<file path="src/rtl/shu_pkg.sv">
package shu_pkg;

   typedef enum logic [1:0] {
      SHU_LEFT    = 2'd0,
      SHU_RIGHT_L = 2'd1,
      SHU_RIGHT_A = 2'd2,
      SHU_LEFT_B  = 2'd3
   } shu_op_e;

   localparam int SHU_FLAG_W = 12;
   localparam int FL_CARRY   = 0;
   localparam int FL_PARITY  = 2;
   localparam int FL_AUX     = 4;
   localparam int FL_ZERO    = 6;
   localparam int FL_SIGN    = 7;
   localparam int FL_OVF     = 11;

   localparam logic [SHU_FLAG_W-1:0] SHU_OWNED_MASK =
      SHU_FLAG_W'((1 << FL_CARRY) | (1 << FL_PARITY) | (1 << FL_AUX) |
                  (1 << FL_ZERO)  | (1 << FL_SIGN)   | (1 << FL_OVF));

   localparam int SHU_NUM_LANES = 3;

   typedef struct packed {
      logic cy;        // last bit shifted out
      logic src_top;   // operand top bit at lane width
      logic src_next;  // operand bit just below the top
      logic res_top;   // result top bit at lane width
   } shu_lane_info_t;

   function automatic int lane_width(input int idx);
      return 8 << idx;
   endfunction

   function automatic logic is_right(input shu_op_e op);
      return (op == SHU_RIGHT_L) || (op == SHU_RIGHT_A);
   endfunction

endpackage

</file>
<file path="src/rtl/shu_count_mask.sv">
module shu_count_mask #(
   parameter int CNT_IN_W = 8,
   parameter int CNT_BITS = 5
) (
   input  logic [CNT_IN_W-1:0] cnt_raw,
   output logic [CNT_BITS-1:0] cnt_eff,
   output logic                cnt_zero,
   output logic                cnt_one
);

   localparam logic [CNT_BITS-1:0] ONE = CNT_BITS'(1);

   if (CNT_IN_W < CNT_BITS) begin : g_bad_width
      $error("shu_count_mask: raw count narrower than masked count");
   end

   always_comb begin
      cnt_eff  = cnt_raw[CNT_BITS-1:0];
      cnt_zero = (cnt_eff == '0);
      cnt_one  = (cnt_eff == ONE);
   end

endmodule

</file>
<file path="src/rtl/shu_lane.sv">
module shu_lane
   import shu_pkg::*;
#(
   parameter int DATA_W   = 32,
   parameter int LANE_W   = 8,
   parameter int CNT_BITS = 5
) (
   input  shu_op_e             op,
   input  logic [DATA_W-1:0]   src,
   input  logic [CNT_BITS-1:0] cnt,
   output logic [DATA_W-1:0]   res,
   output shu_lane_info_t      info
);

   localparam int WIDE_R = 2*DATA_W + 1;
   localparam int WIDE_L = 2*DATA_W;
   localparam logic [DATA_W-1:0] LANE_MASK = {DATA_W{1'b1}} >> (DATA_W - LANE_W);

   if (LANE_W > DATA_W || LANE_W < 2) begin : g_bad_lane
      $error("shu_lane: lane width out of range");
   end
   if ((1 << CNT_BITS) > DATA_W) begin : g_bad_cnt
      $error("shu_lane: count range exceeds datapath width");
   end

   logic              fill;
   logic [DATA_W-1:0] ext;
   logic [WIDE_R-1:0] rvec;
   logic [WIDE_L-1:0] lvec;
   logic [DATA_W-1:0] sel;
   logic              cy_r, cy_l;

   // sign or zero extension of the lane operand up to the datapath
   always_comb begin
      fill = (op == SHU_RIGHT_A) & src[LANE_W-1];
      for (int b = 0; b < DATA_W; b++) begin
         ext[b] = (b < LANE_W) ? src[b] : fill;
      end
   end

   // right shift: one guard bit below the value catches the carry
   always_comb begin
      rvec = {{DATA_W{fill}}, ext, 1'b0} >> cnt;
      cy_r = rvec[0];
   end

   // left shift: carry sits just above the lane after the shift
   always_comb begin
      lvec = {{DATA_W{1'b0}}, ext} << cnt;
      cy_l = lvec[LANE_W];
   end

   always_comb begin
      sel           = is_right(op) ? rvec[DATA_W:1] : lvec[DATA_W-1:0];
      res           = sel & LANE_MASK;
      info.cy       = is_right(op) ? cy_r : cy_l;
      info.src_top  = src[LANE_W-1];
      info.src_next = src[LANE_W-2];
      info.res_top  = sel[LANE_W-1];
   end

endmodule

</file>
<file path="src/rtl/shu_flag_gen.sv">
module shu_flag_gen
   import shu_pkg::*;
#(
   parameter int DATA_W = 32
) (
   input  shu_op_e               op,
   input  logic [DATA_W-1:0]     res,
   input  shu_lane_info_t        info,
   input  logic                  cnt_zero,
   input  logic                  cnt_one,
   input  logic [SHU_FLAG_W-1:0] flags_in,
   output logic [SHU_FLAG_W-1:0] flags_out
);

   logic ovf_one;

   always_comb begin
      unique case (op)
         SHU_RIGHT_A: ovf_one = 1'b0;
         SHU_RIGHT_L: ovf_one = info.src_top;
         default:     ovf_one = info.src_top ^ info.src_next;
      endcase
   end

   always_comb begin
      flags_out = flags_in;
      if (!cnt_zero) begin
         flags_out[FL_CARRY]  = info.cy;
         flags_out[FL_AUX]    = 1'b1;
         flags_out[FL_ZERO]   = (res == '0);
         flags_out[FL_SIGN]   = info.res_top;
         flags_out[FL_PARITY] = ~^res[7:0];
         if (cnt_one) begin
            flags_out[FL_OVF] = ovf_one;
         end
      end
   end

endmodule

</file>
<file path="src/rtl/shift_flag_unit.sv">
module shift_flag_unit
   import shu_pkg::*;
#(
   parameter int DATA_W   = 32,
   parameter int CNT_IN_W = 8,
   parameter int CNT_BITS = 5
) (
   input  logic [1:0]            op_sel,
   input  logic [1:0]            size_sel,
   input  logic [DATA_W-1:0]     operand,
   input  logic [CNT_IN_W-1:0]   shift_cnt,
   input  logic [SHU_FLAG_W-1:0] flags_in,
   output logic [DATA_W-1:0]     result,
   output logic [SHU_FLAG_W-1:0] flags_out
);

   if (DATA_W != lane_width(SHU_NUM_LANES-1)) begin : g_bad_data
      $error("shift_flag_unit: widest lane must match the datapath");
   end

   shu_op_e             op;
   logic [CNT_BITS-1:0] cnt_eff;
   logic                cnt_zero, cnt_one;
   logic [1:0]          lane_idx;

   assign op = shu_op_e'(op_sel);

   shu_count_mask #(.CNT_IN_W(CNT_IN_W), .CNT_BITS(CNT_BITS)) u_mask (
      .cnt_raw  (shift_cnt),
      .cnt_eff  (cnt_eff),
      .cnt_zero (cnt_zero),
      .cnt_one  (cnt_one)
   );

   logic [DATA_W-1:0] lane_res  [SHU_NUM_LANES];
   shu_lane_info_t    lane_info [SHU_NUM_LANES];

   for (genvar i = 0; i < SHU_NUM_LANES; i++) begin : g_lane
      shu_lane #(
         .DATA_W   (DATA_W),
         .LANE_W   (lane_width(i)),
         .CNT_BITS (CNT_BITS)
      ) u_lane (
         .op   (op),
         .src  (operand),
         .cnt  (cnt_eff),
         .res  (lane_res[i]),
         .info (lane_info[i])
      );
   end

   // size code 3 folds onto the widest lane
   assign lane_idx = (size_sel == 2'd3) ? 2'(SHU_NUM_LANES-1) : size_sel;

   assign result = lane_res[lane_idx];

   shu_flag_gen #(.DATA_W(DATA_W)) u_flags (
      .op        (op),
      .res       (lane_res[lane_idx]),
      .info      (lane_info[lane_idx]),
      .cnt_zero  (cnt_zero),
      .cnt_one   (cnt_one),
      .flags_in  (flags_in),
      .flags_out (flags_out)
   );

   // checks across the count decoder, lanes and flag generator
   logic [DATA_W-1:0] width_mask;
   always_comb begin
      width_mask = {DATA_W{1'b1}} >> (DATA_W - lane_width(int'(lane_idx)));
   end

   always_comb begin
      p_zero_hold_r2: assert (!cnt_zero || (flags_out == flags_in &&
                              result == (operand & width_mask)))
         else $error("zero count altered state");
      p_upper_clear_r3: assert ((result & ~width_mask) == '0)
         else $error("result bits above width");
      p_ovf_keep_r6: assert (cnt_zero || cnt_one ||
                             flags_out[FL_OVF] == flags_in[FL_OVF])
         else $error("overflow changed on multi-bit shift");
      p_aux_set_r9: assert (cnt_zero || flags_out[FL_AUX])
         else $error("aux flag not set");
      p_other_pass_r10: assert ((flags_out & ~SHU_OWNED_MASK) ==
                                (flags_in & ~SHU_OWNED_MASK))
         else $error("unowned flag bit changed");
   end

endmodule

</file>
<file path="config.mk">
export PLATFORM = sky130hd
export DESIGN_NAME = shift_flag_unit
export DESIGN_NICKNAME = d
export VERILOG_FILES = /design/src/rtl/shu_pkg.sv /design/src/rtl/shu_count_mask.sv /design/src/rtl/shu_lane.sv /design/src/rtl/shu_flag_gen.sv /design/src/rtl/shift_flag_unit.sv
export SDC_FILE = /design/constraint.sdc
export NUM_CORES = 1
export LEC_CHECK = 0
export CELL_PAD_IN_SITES_DETAIL_PLACEMENT = 0
export CELL_PAD_IN_SITES_GLOBAL_PLACEMENT = 1
export CORE_ASPECT_RATIO = 0.7
export CORE_MARGIN = 1
export CORE_UTILIZATION = 40
export DETAILED_ROUTE_END_ITERATION = 8
export PLACE_DENSITY = 0.79
export SLEW_MARGIN = 20
export SYNTH_ARGS = -nofsm -noshare
export SYNTH_HDL_FRONTEND = slang
export SYNTH_HIERARCHICAL = 1
export SYNTH_SLANG_ARGS = --single-unit
export TNS_END_PERCENT = 5
</file>
<file path="constraint.sdc">
create_clock -name vclk -period 4.5
set_input_delay 0.9 -clock vclk [all_inputs]
set_output_delay 0.9 -clock vclk [all_outputs]
set_load 0.03 [all_outputs]
</file>
Word level (Yosys, flattened, before mapping). Cells that the tools add are included.

Input bits: 56. Logic and storage cells: 40. Register bits: 0.

Equality and inequality tests: 4. Reduce and logical (&&, ||, !) cells: 4. $lt $le $gt $ge: 1. Muxes and demuxes: 20. Shift-type cells: 6. Bitwise gates (word level): 5.

Operators by type and width (number): 32-bit 2-to-1 mux (3); 65-bit by 5-bit >> shifter with 17-bit output (1); 65-bit by 5-bit >> shifter with 33-bit output (1); 65-bit by 5-bit >> shifter with 9-bit output (1); 32-bit binary-select mux with 2-bit select (1); 32-bit by 5-bit << shifter with 33-bit output (1); 32-bit logical NOT (1); 32-bit by 5-bit << shifter with 17-bit output (1); 32-bit by 5-bit << shifter with 9-bit output (1); 16-bit 2-to-1 mux (1); 4-bit binary-select mux with 2-bit select (1); 1-bit 2-to-1 mux (8); 4-bit 2-to-1 mux (2); 8-bit 2-to-1 mux (1); 8-bit XNOR reduction (1); 5-bit by 1-bit equality test with 1-bit output (second input constant) (1); 5-bit logical NOT (1); 2-bit equality test (second input constant) (2); 2-bit 2-to-1 mux (2); 1-bit AND (3); 3-bit >= comparator (second input constant) (1); 2-bit inverter with 3-bit output (1); 2-bit by 1-bit equality test with 1-bit output (second input constant) (1); 1-bit case mux with 2 select lines (1); 2 further kinds (2).

Depth between registers and ports, before layout.
Word-level depth: 11. Gate-level depth with buffers: 17. Depth with buffers taken out: 14.

Modules after synthesis. The synthesis kept the hierarchy.

By module, submodules not included: shu_lane (g_lane[2].u_lane) (instances 1, seq. area each 0.0 um2, cells each 511, area an instance 4320.4 um2); shu_lane (g_lane[1].u_lane) (instances 1, seq. area each 0.0 um2, cells each 268, area an instance 1999.4 um2); shu_lane (g_lane[0].u_lane) (instances 1, seq. area each 0.0 um2, cells each 135, area an instance 1058.5 um2); shift_flag_unit (instances 1, seq. area each 0.0 um2, cells each 120, area an instance 785.8 um2); shu_flag_gen (instances 1, seq. area each 0.0 um2, cells each 49, area an instance 330.3 um2); shu_count_mask (instances 1, seq. area each 0.0 um2, cells each 9, area an instance 60.1 um2).

Worst setup path before layout. Ideal clock, no wire load.

Path kind: input to output. Start point: in shift_cnt[0]. End point: out flags_out[6]. Data required time: 3.600 ns. Slack: -0.722 ns. Stages: 14. Arrival time: 4.322 ns. Cells stage by stage: buf_4 buf_6 buf_2 buf_2 mux4_2 mux4_2 nand2_1 o211ai_1 buf_4 nand2_1 o21ai_0 nor4_1 nand4_1 o41ai_2.

RTL lines: from (decl) (line shift_flag_unit.sv:11) `input logic [CNT_IN_W-1:0] shift_cnt,`; to (decl) (line shift_flag_unit.sv:14) `output logic [SHU_FLAG_W-1:0] flags_out`.

==> flow_summary.ini <==
[drt]
via_count = 11200
routed_via_density = 6.43
antenna_left = 0
drc = 0
routedWlPerCell_um = 24.9
wl_mm = 43.4
drtIter0Drc = 1493
drt_pre_antenna_iters = 6

[cells_and_area]
area_growth_pct = 54.2
final_core_util = 0.632
design_area_mm2 = 0.0132
multi_input_comb_area_mm2 = 0.00824
final_cells = 1747
clockBufferCount = 0
layout_commonest_cell = buf_4
drive_above_1_share = 0.534
nFlopsAndLatches = 0
fill_cells = 1790
fin_nets = 1537
seqCellArea_um2 = 0
final_cell_mix = 396 x buf_4, 119 x nand2_1, 98 x nor2_1, 97 x mux4_2, 79 x mux2i_1
diodes = 0

[sta]
worst_pin_slew_ps = 675
finalCritPeriodShare = 1.05
max_freq_mhz = 212
timing.final.crit_period_ps = 4720
setup_violations = 2
finalHoldViolCount = 0
timing.final.ws_setup_ps = -225
tns_ps = -394
grt_setup_unrepaired = true
slew_violations = 0
maxSlewHeadroom = 0.550

[hold_path]
hold_depth = 0
min_to = flags_out[5]
hold_class = primary input to output port
worst_hold_startpoint = flags_in[5]

[setup_path]
worstSetupPathType = primary input to output port
cp-end-kind = output port
crit_required_ps = 3600
cp_num_buf_inv = 4
worstPathCellList = clkbuf_16, buf_12, buf_4, mux4_2, mux2i_1, nand2_1, nand3_1, a2bb2oi_1, nand2_1, o21ai_2, nor4_4, nand4_1, o41ai_4, buf_4
cp_max_fo = 7
cp_slowest_cell = mux4_2
start_kind = primary input
cp_top_family = simple AND/OR/NAND/NOR gates
critical_path.max_stage_delay_ps = 540
crit_arrival_ps = 3820

[die]
initial_core_util = 0.410
dieArea_mm2 = 0.0220
die_w_um = 177
fp.dieH_um = 124
io_pins = 100
rows = 44
core_mm2 = 0.0209

[power]
vdd_drop_max_mv = 0.312
powerDensity_mw_per_mm2 = 154
p_leak_nw = 5.70

[placed_design]
port_buffers = 85
dp.cells = 1677
dpl_cell_area_mm2 = 0.0117
routabilityCongestion = 1.07
dp_hpwl_mm = 31.9
dp_slack_ps = -739

[grt]
grt_max_degree = 26
antenna_found_initial = 0
top_usage_layer = met1
grt_first_pass_wirelength_mm = 64.2
grt_use_met1 = 0.565
first_global_vias = 10500
use_met3 = 0.109
track_usage = 0.379
grt_overflow = 0
use_met2 = 0.539

[yosys]
yosys_warnings = 6
synth_cells = 1092
ys_seq_area_frac = 0
syn_avg_cell_area_um2 = 7.83
synthDistinctLibCells = 82
syn_area_mm2 = 0.00855

[outcome]
violations = setup timing
outcome = finished, violations left

[run]
maxCapViolations = 0
power by group:
| part | switching, W | leakage, nW | internal [W] |
|---|---|---|---|
| Combinational | 0.00106 | 5.70 | 0.000964 |
| Sequential | 0 | 0 | 0 |
| Clock | 0 | 0 | 0 |
routing by layer:
layer  up-vias  part of all wire
met4         0             0.030
met2       843              0.41
li1       4856                 -
met1      5434              0.42
met5         -                 0
met3       101              0.14
synthesized netlist by cell type, drive strengths merged, types with 9 or more instances:
master / n / area share
nand2: 131 / 0.057
buf: 121 / 0.11
nor2: 107 / 0.047
mux2i: 103 / 0.12
mux4: 103 / 0.28
o21ai: 97 / 0.057
clkbuf: 59 / 0.026
a21oi: 55 / 0.032
mux2: 31 / 0.041
inv: 25 / 0.011
nor3: 20 / 0.012
nand3: 19 / 0.011
o211ai: 19 / 0.018
o22ai: 18 / 0.013
a31oi: 13 / 0.0095
nand2b: 11 / 0.0080
a211oi: 9 / 0.0079
nand4: 9 / 0.0066
nor2b: 9 / 0.0066
worst max-delay path by stage:
stage,cells past startpoint,start,to
6_report,14,shift_cnt[1],flags_out[6]
5_1_grt,14,operand[21],flags_out[6]
4_1_cts,12,shift_cnt[1],flags_out[6]
3_5_place_dp,16,op_sel[1],flags_out[2]
3_3_place_gp,16,op_sel[1],flags_out[2]
2_1_floorplan,16,shift_cnt[2],flags_out[2]
stage by stage:
| step | power, W | hold slack [ps] |
|---|---|---|
| global placement | 0.00169 | 1800 |
| CTS | 0.00189 | 1800 |
| finish | 0.00203 | 1800 |
| detailed placement | 0.00170 | 1800 |
| global route | 0.00211 | 1800 |
| floorplan | 0.000991 | 1930 |
final cells by class:
class | count | share of cell area
inverter | 29 | 0.00882
timing repair buffer | 521 | 0.341
tap | 276 | 0.0262
multi-input combinational | 921 | 0.624
repair_timing:
item                       CTS  global route
pin swaps                   49            34
setup endpoints to repair   16             7
setup buffers               45            11
cloned                      12             5
hold buffers                 0             0
resized for setup          234            95
logic make-up (layout without fill, tap and decap cells):
kind of cell             after synthesis  in the layout  synth area share
multiplexers                         237            237             0.438
AND/OR/NAND/NOR                      347            347             0.183
XOR/XNOR                               3              3           0.00307
other                                  2             40          0.000878
adder cells (fa/ha/maj)                8              8            0.0117
AO/OA/AOI/OAI                        286            286             0.218
buffers and inverters                209            550             0.145
Power figures use the tool's default switching activity.
